<file path="src/rtl/audio_port_pkg.sv">
package audio_port_pkg;
  localparam int unsigned REG_W = 32;

  typedef enum logic [1:0] {
    REG_CTRL = 2'd0,
    REG_STAT = 2'd1,
    REG_DATA = 2'd2,
    REG_NONE = 2'd3
  } reg_sel_e;

  typedef enum logic [1:0] {
    ACC_PLAIN = 2'd0,
    ACC_SET   = 2'd1,
    ACC_CLR   = 2'd2,
    ACC_RSVD  = 2'd3
  } acc_e;

  // control bit positions
  localparam int unsigned CB_RUN   = 0;
  localparam int unsigned CB_RXM   = 1;
  localparam int unsigned CB_ERRIE = 2;
  localparam int unsigned CB_WL    = 4;
  localparam int unsigned CB_EDGE  = 6;
  localparam int unsigned CB_POL   = 7;
  localparam int unsigned CB_DLY   = 8;
  localparam int unsigned CB_GATE  = 30;
  localparam int unsigned CB_SRST  = 31;

  // status bit positions
  localparam int unsigned SB_BUSY  = 0;
  localparam int unsigned SB_UF    = 1;
  localparam int unsigned SB_OF    = 2;
  localparam int unsigned SB_TXCNT = 8;
  localparam int unsigned SB_RXCNT = 16;
  localparam int unsigned CNT_FLD_W = 8;

  localparam logic [REG_W-1:0] CTRL_MASK  = 32'hC000_01F7;
  localparam logic [REG_W-1:0] CTRL_RESET = 32'hC000_0000;
  localparam logic [REG_W-1:0] LOCK_KEEP  = 32'h3FFF_FFFF;

  function automatic logic [REG_W-1:0] apply_access(acc_e acc, logic [REG_W-1:0] cur,
                                                     logic [REG_W-1:0] wd);
    logic [REG_W-1:0] nxt;
    unique case (acc)
      ACC_PLAIN: nxt = wd;
      ACC_SET:   nxt = cur | wd;
      ACC_CLR:   nxt = cur & ~wd;
      default:   nxt = cur;
    endcase
    return nxt;
  endfunction
endpackage

</file>
<file path="src/rtl/apc_fifo.sv">
module apc_fifo #(
  parameter int unsigned DEPTH = 8,
  parameter int unsigned WIDTH = 32,
  localparam int unsigned PTR_W = $clog2(DEPTH),
  localparam int unsigned CNT_W = PTR_W + 1
) (
  input  logic             clk_i,
  input  logic             rst_ni,
  input  logic             flush_i,
  input  logic             push_i,
  input  logic [WIDTH-1:0] din_i,
  input  logic             pop_i,
  output logic [WIDTH-1:0] dout_o,
  output logic             full_o,
  output logic             empty_o,
  output logic [CNT_W-1:0] count_o
);
  logic [WIDTH-1:0] mem_q [DEPTH];
  logic [PTR_W-1:0] wr_q, rd_q;
  logic [CNT_W-1:0] cnt_q;
  logic do_push, do_pop;

  assign full_o  = (cnt_q == CNT_W'(DEPTH));
  assign empty_o = (cnt_q == '0);
  assign do_push = push_i & ~full_o & ~flush_i;
  assign do_pop  = pop_i & ~empty_o & ~flush_i;
  assign dout_o  = empty_o ? '0 : mem_q[rd_q];
  assign count_o = cnt_q;

  always_ff @(posedge clk_i or negedge rst_ni) begin
    if (!rst_ni) begin
      wr_q  <= '0;
      rd_q  <= '0;
      cnt_q <= '0;
    end else if (flush_i) begin
      wr_q  <= '0;
      rd_q  <= '0;
      cnt_q <= '0;
    end else begin
      if (do_push) wr_q <= wr_q + 1'b1;
      if (do_pop)  rd_q <= rd_q + 1'b1;
      cnt_q <= cnt_q + CNT_W'(do_push) - CNT_W'(do_pop);
    end
  end

  always_ff @(posedge clk_i) begin
    if (do_push) mem_q[wr_q] <= din_i;
  end
endmodule

</file>
<file path="src/rtl/apc_ctrl_reg.sv">
module apc_ctrl_reg
  import audio_port_pkg::*;
(
  input  logic             clk_i,
  input  logic             rst_ni,
  input  logic             wr_i,
  input  acc_e             acc_i,
  input  logic [REG_W-1:0] wdata_i,
  output logic [REG_W-1:0] ctrl_o
);
  logic [REG_W-1:0] ctrl_q, ctrl_d, upd;
  logic locked;

  assign locked = ctrl_q[CB_SRST] | ctrl_q[CB_GATE];

  always_comb begin
    upd = apply_access(acc_i, ctrl_q, wdata_i) & CTRL_MASK;
    if (locked) upd = (upd & ~LOCK_KEEP) | (ctrl_q & LOCK_KEEP);
    ctrl_d = wr_i ? upd : ctrl_q;
  end

  always_ff @(posedge clk_i or negedge rst_ni) begin
    if (!rst_ni) ctrl_q <= CTRL_RESET;
    else         ctrl_q <= ctrl_d;
  end

  assign ctrl_o = ctrl_q;
endmodule

</file>
<file path="src/rtl/apc_err_flags.sv">
module apc_err_flags (
  input  logic clk_i,
  input  logic rst_ni,
  input  logic srst_i,
  input  logic uf_set_i,
  input  logic of_set_i,
  input  logic clr_wr_i,
  input  logic uf_clr_i,
  input  logic of_clr_i,
  output logic uf_o,
  output logic of_o
);
  logic uf_q, of_q;

  always_ff @(posedge clk_i or negedge rst_ni) begin
    if (!rst_ni) begin
      uf_q <= 1'b0;
      of_q <= 1'b0;
    end else if (srst_i) begin
      uf_q <= 1'b0;
      of_q <= 1'b0;
    end else begin
      // hardware set wins over a same-cycle clear
      uf_q <= uf_set_i | (uf_q & ~(clr_wr_i & uf_clr_i));
      of_q <= of_set_i | (of_q & ~(clr_wr_i & of_clr_i));
    end
  end

  assign uf_o = uf_q;
  assign of_o = of_q;
endmodule

</file>
<file path="src/rtl/audio_port_regs.sv">
module audio_port_regs
  import audio_port_pkg::*;
#(
  parameter int unsigned FIFO_DEPTH = 8,
  localparam int unsigned CNT_W = $clog2(FIFO_DEPTH) + 1
) (
  input  logic        clk_i,
  input  logic        rst_ni,
  input  logic        bus_valid_i,
  input  logic        bus_write_i,
  input  logic [5:0]  bus_addr_i,
  input  logic [31:0] bus_wdata_i,
  output logic [31:0] bus_rdata_o,
  output logic        irq_o,
  output logic        run_o,
  output logic        rx_mode_o,
  output logic [1:0]  word_len_o,
  output logic [1:0]  frame_words_o,
  output logic        bclk_edge_o,
  output logic        frame_pol_o,
  output logic        data_delay_o,
  output logic        clk_en_o,
  output logic        eng_rst_o,
  input  logic        eng_active_i,
  input  logic        tx_pop_i,
  output logic [31:0] tx_data_o,
  output logic        tx_empty_o,
  input  logic        rx_push_i,
  input  logic [31:0] rx_data_i,
  output logic        rx_full_o
);
  reg_sel_e sel;
  acc_e     acc;
  logic [REG_W-1:0] ctrl_q, stat_word, rd_mux, rdata_q;
  logic ctrl_wr, stat_clr, tx_push, rx_pop, rd_req, locked;
  logic uf_q, of_q, tx_full, rx_empty;
  logic [CNT_W-1:0] tx_cnt, rx_cnt;
  logic [REG_W-1:0] rx_head;

  assign sel    = reg_sel_e'(bus_addr_i[5:4]);
  assign acc    = acc_e'(bus_addr_i[3:2]);
  assign locked = ctrl_q[CB_SRST] | ctrl_q[CB_GATE];
  assign rd_req = bus_valid_i & ~bus_write_i;

  assign ctrl_wr  = bus_valid_i & bus_write_i & (sel == REG_CTRL);
  assign stat_clr = bus_valid_i & bus_write_i & (sel == REG_STAT) & (acc == ACC_CLR);
  assign tx_push  = bus_valid_i & bus_write_i & (sel == REG_DATA) & (acc == ACC_PLAIN) & ~locked;
  assign rx_pop   = rd_req & (sel == REG_DATA) & (acc == ACC_PLAIN) & ~locked;

  apc_ctrl_reg u_ctrl (
    .clk_i   (clk_i),
    .rst_ni  (rst_ni),
    .wr_i    (ctrl_wr),
    .acc_i   (acc),
    .wdata_i (bus_wdata_i),
    .ctrl_o  (ctrl_q)
  );

  apc_err_flags u_flags (
    .clk_i    (clk_i),
    .rst_ni   (rst_ni),
    .srst_i   (ctrl_q[CB_SRST]),
    .uf_set_i (tx_pop_i & tx_empty_o),
    .of_set_i (rx_push_i & tx_full_dummy_n(rx_full_o)),
    .clr_wr_i (stat_clr),
    .uf_clr_i (bus_wdata_i[SB_UF]),
    .of_clr_i (bus_wdata_i[SB_OF]),
    .uf_o     (uf_q),
    .of_o     (of_q)
  );

  function automatic logic tx_full_dummy_n(logic v);
    return v;
  endfunction

  apc_fifo #(.DEPTH(FIFO_DEPTH), .WIDTH(REG_W)) u_tx_fifo (
    .clk_i   (clk_i),
    .rst_ni  (rst_ni),
    .flush_i (ctrl_q[CB_SRST]),
    .push_i  (tx_push),
    .din_i   (bus_wdata_i),
    .pop_i   (tx_pop_i),
    .dout_o  (tx_data_o),
    .full_o  (tx_full),
    .empty_o (tx_empty_o),
    .count_o (tx_cnt)
  );

  apc_fifo #(.DEPTH(FIFO_DEPTH), .WIDTH(REG_W)) u_rx_fifo (
    .clk_i   (clk_i),
    .rst_ni  (rst_ni),
    .flush_i (ctrl_q[CB_SRST]),
    .push_i  (rx_push_i),
    .din_i   (rx_data_i),
    .pop_i   (rx_pop),
    .dout_o  (rx_head),
    .full_o  (rx_full_o),
    .empty_o (rx_empty),
    .count_o (rx_cnt)
  );

  always_comb begin
    stat_word = '0;
    stat_word[SB_BUSY] = ctrl_q[CB_RUN] | eng_active_i;
    stat_word[SB_UF]   = uf_q;
    stat_word[SB_OF]   = of_q;
    stat_word[SB_TXCNT +: CNT_FLD_W] = CNT_FLD_W'(tx_cnt);
    stat_word[SB_RXCNT +: CNT_FLD_W] = CNT_FLD_W'(rx_cnt);
  end

  always_comb begin
    unique case (sel)
      REG_CTRL: rd_mux = ctrl_q;
      REG_STAT: rd_mux = stat_word;
      REG_DATA: rd_mux = rx_pop ? rx_head : '0;
      default:  rd_mux = '0;
    endcase
  end

  always_ff @(posedge clk_i or negedge rst_ni) begin
    if (!rst_ni)     rdata_q <= '0;
    else if (rd_req) rdata_q <= rd_mux;
  end

  assign bus_rdata_o   = rdata_q;
  assign irq_o         = ctrl_q[CB_ERRIE] & (uf_q | of_q);
  assign run_o         = ctrl_q[CB_RUN];
  assign rx_mode_o     = ctrl_q[CB_RXM];
  assign word_len_o    = ctrl_q[CB_WL +: 2];
  assign frame_words_o = (ctrl_q[CB_WL +: 2] == 2'd0) ? 2'd1 : 2'd2;
  assign bclk_edge_o   = ctrl_q[CB_EDGE];
  assign frame_pol_o   = ctrl_q[CB_POL];
  assign data_delay_o  = ctrl_q[CB_DLY];
  assign clk_en_o      = ~ctrl_q[CB_GATE];
  assign eng_rst_o     = ctrl_q[CB_SRST];
endmodule

</file>
<file path="config.mk">
export PLATFORM = sky130hd
export DESIGN_NAME = audio_port_regs
export DESIGN_NICKNAME = d
export VERILOG_FILES = /design/src/rtl/audio_port_pkg.sv /design/src/rtl/apc_fifo.sv /design/src/rtl/apc_ctrl_reg.sv /design/src/rtl/apc_err_flags.sv /design/src/rtl/audio_port_regs.sv
export SDC_FILE = /design/constraint.sdc
export NUM_CORES = 1
export LEC_CHECK = 0
export ABC_AREA = 1
export ABC_CLOCK_PERIOD_IN_PS = 5200
export BUFFER_PORTS_ARGS = -buffer_cell sky130_fd_sc_hd__buf_2
export CAP_MARGIN = 10
export CORE_MARGIN = 2
export CORE_UTILIZATION = 35
export DETAILED_ROUTE_END_ITERATION = 7
export PLACE_DENSITY_LB_ADDON = 0.3
export SYNTH_ARGS = -nofsm -noshare
export SYNTH_HDL_FRONTEND = slang
export SYNTH_SLANG_ARGS = --single-unit
</file>
<file path="constraint.sdc">
create_clock -name clk_i -period 5.2 [get_ports clk_i]
set_input_delay 1.04 -clock clk_i [delete_from_list [all_inputs] [get_ports clk_i]]
set_output_delay 1.04 -clock clk_i [all_outputs]
set_load 0.02 [all_outputs]
</file>
==> results.ini <==
[run_status]
outcome=finished clean

[drt]
vias_per_cell=4.99
dr.first_iter.drc_count=1167
drtPass1Iterations=5
drc=0
routed_wl_um=57400
antenna_left=0
vias=14900
wire_per_inst_um=19.2

[die]
ios=155
die_w_um=263
fp-row-count=94
dieHeight_um=263
start_util=0.355
coreArea_mm2=0.0661
dieArea_mm2=0.0692

[final_layout]
syn_to_final_growth_pct=16.0
nets=2175
drive_above_1_share=0.158
fill_cells=6202
design_area_mm2=0.0273

[pwr]
leakage_nw=10.0
power.density_mw_per_mm2=455
clkPwrFrac=0.361
pwr-share-comb=0.201
power_frac_seq=0.438
p_int_mw=8.74
p_switching_mw=3.67
swShare=0.296
ir_worst_vdd_v=0.000328

[yosys]
synth_area_per_cell_um2=12.1
ys_ff_latch=576
ys_seq_area_frac=0.723
synth_top_cells_by_count=512 x edfxtp_1, 377 x nor2_1, 244 x nand2_1
ys.flop_type=edfxtp_1
synth_top_cell_by_area=edfxtp_1
yosysTopAreaCellShare=0.655
async_flop_share=0.111
netlist_area_mm2=0.0235
synthTopCellsByArea=edfxtp_1 65%, dfrtp_1 6.6%, nor2_1 6.0%
synthCells=1946
yosysMostFrequentCell=edfxtp_1
yosys_warnings=0
synth_edf_count=512
syn_nets=2041
synth.distinct_cells=32

[clock_network]
clkSinkCount=576
cts_tree=done
cts_made_buffers=60
htreeDepth=2
cts.hold.buffers_added=0
cts_resized=0
root_buffer=clkbuf_16
cts_max_path_buffers=3
clk_pin_slew_worst_paths_ps=60
cts_setup_buffers=0
insertion_delay_ps=610

[setup_path]
crit_chain=buf_4, o21ai_0, o211ai_1, nand2_1, nor2_1, buf_2
cp-end-kind=primary output
worst-path-max-fanout=76
cp_slowest_stage_delay_ps=820
cp.arrival_ps=3200
path_class=reg -> out
crit_required_ps=4160
crit_buf_inv=2
critPathLaunchType=register
path_delay_family=buffers and inverters
cp_slowest_cell=dfrtp_4

[placement]
placed_area_mm2=0.0252
dpl.hpwl_um=33000
gp_congestion=0.749
port-buffer-count=152

[global_routing]
grt.total_usage=0.163
grt_pass1_wl_um=87400
grt_pass1_vias=14700
grt_max_degree=103
antenna_found_initial=11
grt_overflow_total=0

[sta]
final.period_utilization=0.815
relSlewSlack=0.228
min_period_ps=4240
drv_slew=0
fmax_mhz=236
skew_ps=19.5
finalHoldViolations=0
worst_slew_pin_slew_ps=1160
hold-worst-slack_ps=471
setup_viol=0
rsz0062_at_grt=no
fin_tns_setup_ps=0

[worst_hold_path]
hold_class=reg -> reg

[job]
max_cap_viol_count=0

[power groups by stage]
stage / Sequential (mW) / Clock, mW / Combinational [mW]
floorplan: 5.48 / 0 / 1.68
finish: 5.43 / 4.48 / 2.50
global route: 5.45 / 4.76 / 2.79
detailed placement: 5.52 / 0 / 2.54
CTS: 5.43 / 4.58 / 2.54
global placement: 5.51 / 0 / 2.49
[tightest hold or removal path: cells and delay by family, from the launching register on]
family | cells | cell delay, ps
flops | 1 | 330
simple gates | 2 | 100
[placed cells by master (no fill, tap or decap), types with 57 or more instances in the layout]
master / synthesis / routed
buf_2: 40 / 151
clkbuf_16: 0 / 61
dfrtp_1: 62 / 57
edfxtp_1: 512 / 512
inv_1: 107 / 105
nand2_1: 244 / 244
nand3_1: 85 / 84
nor2_1: 377 / 369
o211ai_1: 88 / 88
o21ai_0: 230 / 230
[registers in the layout, indices dropped and copies added, names as in the netlist]
signal / cells
u_tx_fifo.mem_q: 256
u_rx_fifo.count_o: 4
u_flags.of_o: 1
u_tx_fifo.rd_q: 3
u_ctrl.ctrl_o: 10
bus_rdata_o: 32
u_rx_fifo.rd_q: 3
u_tx_fifo.count_o: 4
u_tx_fifo.wr_q: 3
u_rx_fifo.wr_q: 3
u_flags.uf_o: 1
u_rx_fifo.mem_q: 256
[logic make-up after synthesis]
kind of cell	count (synthesis)	share of synthesized area
adders and majority gates	18	0.0102
and+or+nand+nor	733	0.128
xor gates and xnor gates	2	0.000746
AOI/OAI and AO/OA	392	0.0963
buffers and inverters	225	0.0421
DFF	576	0.723
[stage by stage]
stage / std cells / setup WS, ps / total power, mW / util
after floorplan: 1946 / 906 / 7.15 / -
after global placement: 2882 / 1630 / 8.01 / 0.381
after detailed placement: 2882 / 1580 / 8.06 / 0.381
after CTS: 2995 / 900 / 12.6 / 0.412
after global routing: 2995 / 725 / 13.0 / 0.412
final: 2996 / 960 / 12.4 / 0.412
[area by class of cell]
| type | count | area, um2 | area share |
|---|---|---|---|
| clock inverter | 31 | 422 | 0.0155 |
| sequential | 576 | 17000 | 0.623 |
| tap | 864 | 1080 | 0.0397 |
| antenna | 1 | 2.50 | 0.0000918 |
| inverter | 112 | 422 | 0.0155 |
| clock buffer | 82 | 1670 | 0.0611 |
| multi-input combinational | 1145 | 5630 | 0.206 |
| timing repair buffer | 185 | 1050 | 0.0385 |
[per-layer routing]
| layer | GRT usage | vias up | wire, um |
|---|---|---|---|
| met4 | 0.0476 | 16 | 1350 |
| met1 | 0.213 | 7347 | 24800 |
| met2 | 0.275 | 344 | 27800 |
| met5 | 0 | - | 103 |
| li1 | - | 7131 | - |
| met3 | 0.0330 | 102 | 3290 |
[path summary, 6_finish.rpt]
check | startpoint | endpoint | slack, ps | cells after the start
worst min register to register | bus_rdata_o[21]$_DFFE_PN0P_ | bus_rdata_o[21]$_DFFE_PN0P_ | 470 | 2
min in group asynchronous | rst_ni | bus_rdata_o[26]$_DFFE_PN0P_ | 550 | 1
max in group asynchronous | rst_ni | u_tx_fifo.rd_q[0]$_DFFE_PN0P_ | 3870 | 1
worst min-delay path | bus_rdata_o[21]$_DFFE_PN0P_ | bus_rdata_o[21]$_DFFE_PN0P_ | 470 | 2
worst max-delay path | u_tx_fifo.rd_q[0]$_DFFE_PN0P_ | tx_data_o[30] | 960 | 6
worst max register to register | u_ctrl.ctrl_o[31]$_DFFE_PN1P_ | u_tx_fifo.mem_q[5][20]$_DFFE_PP_ | 2340 | 6
Power figures use the tool's default switching activity.
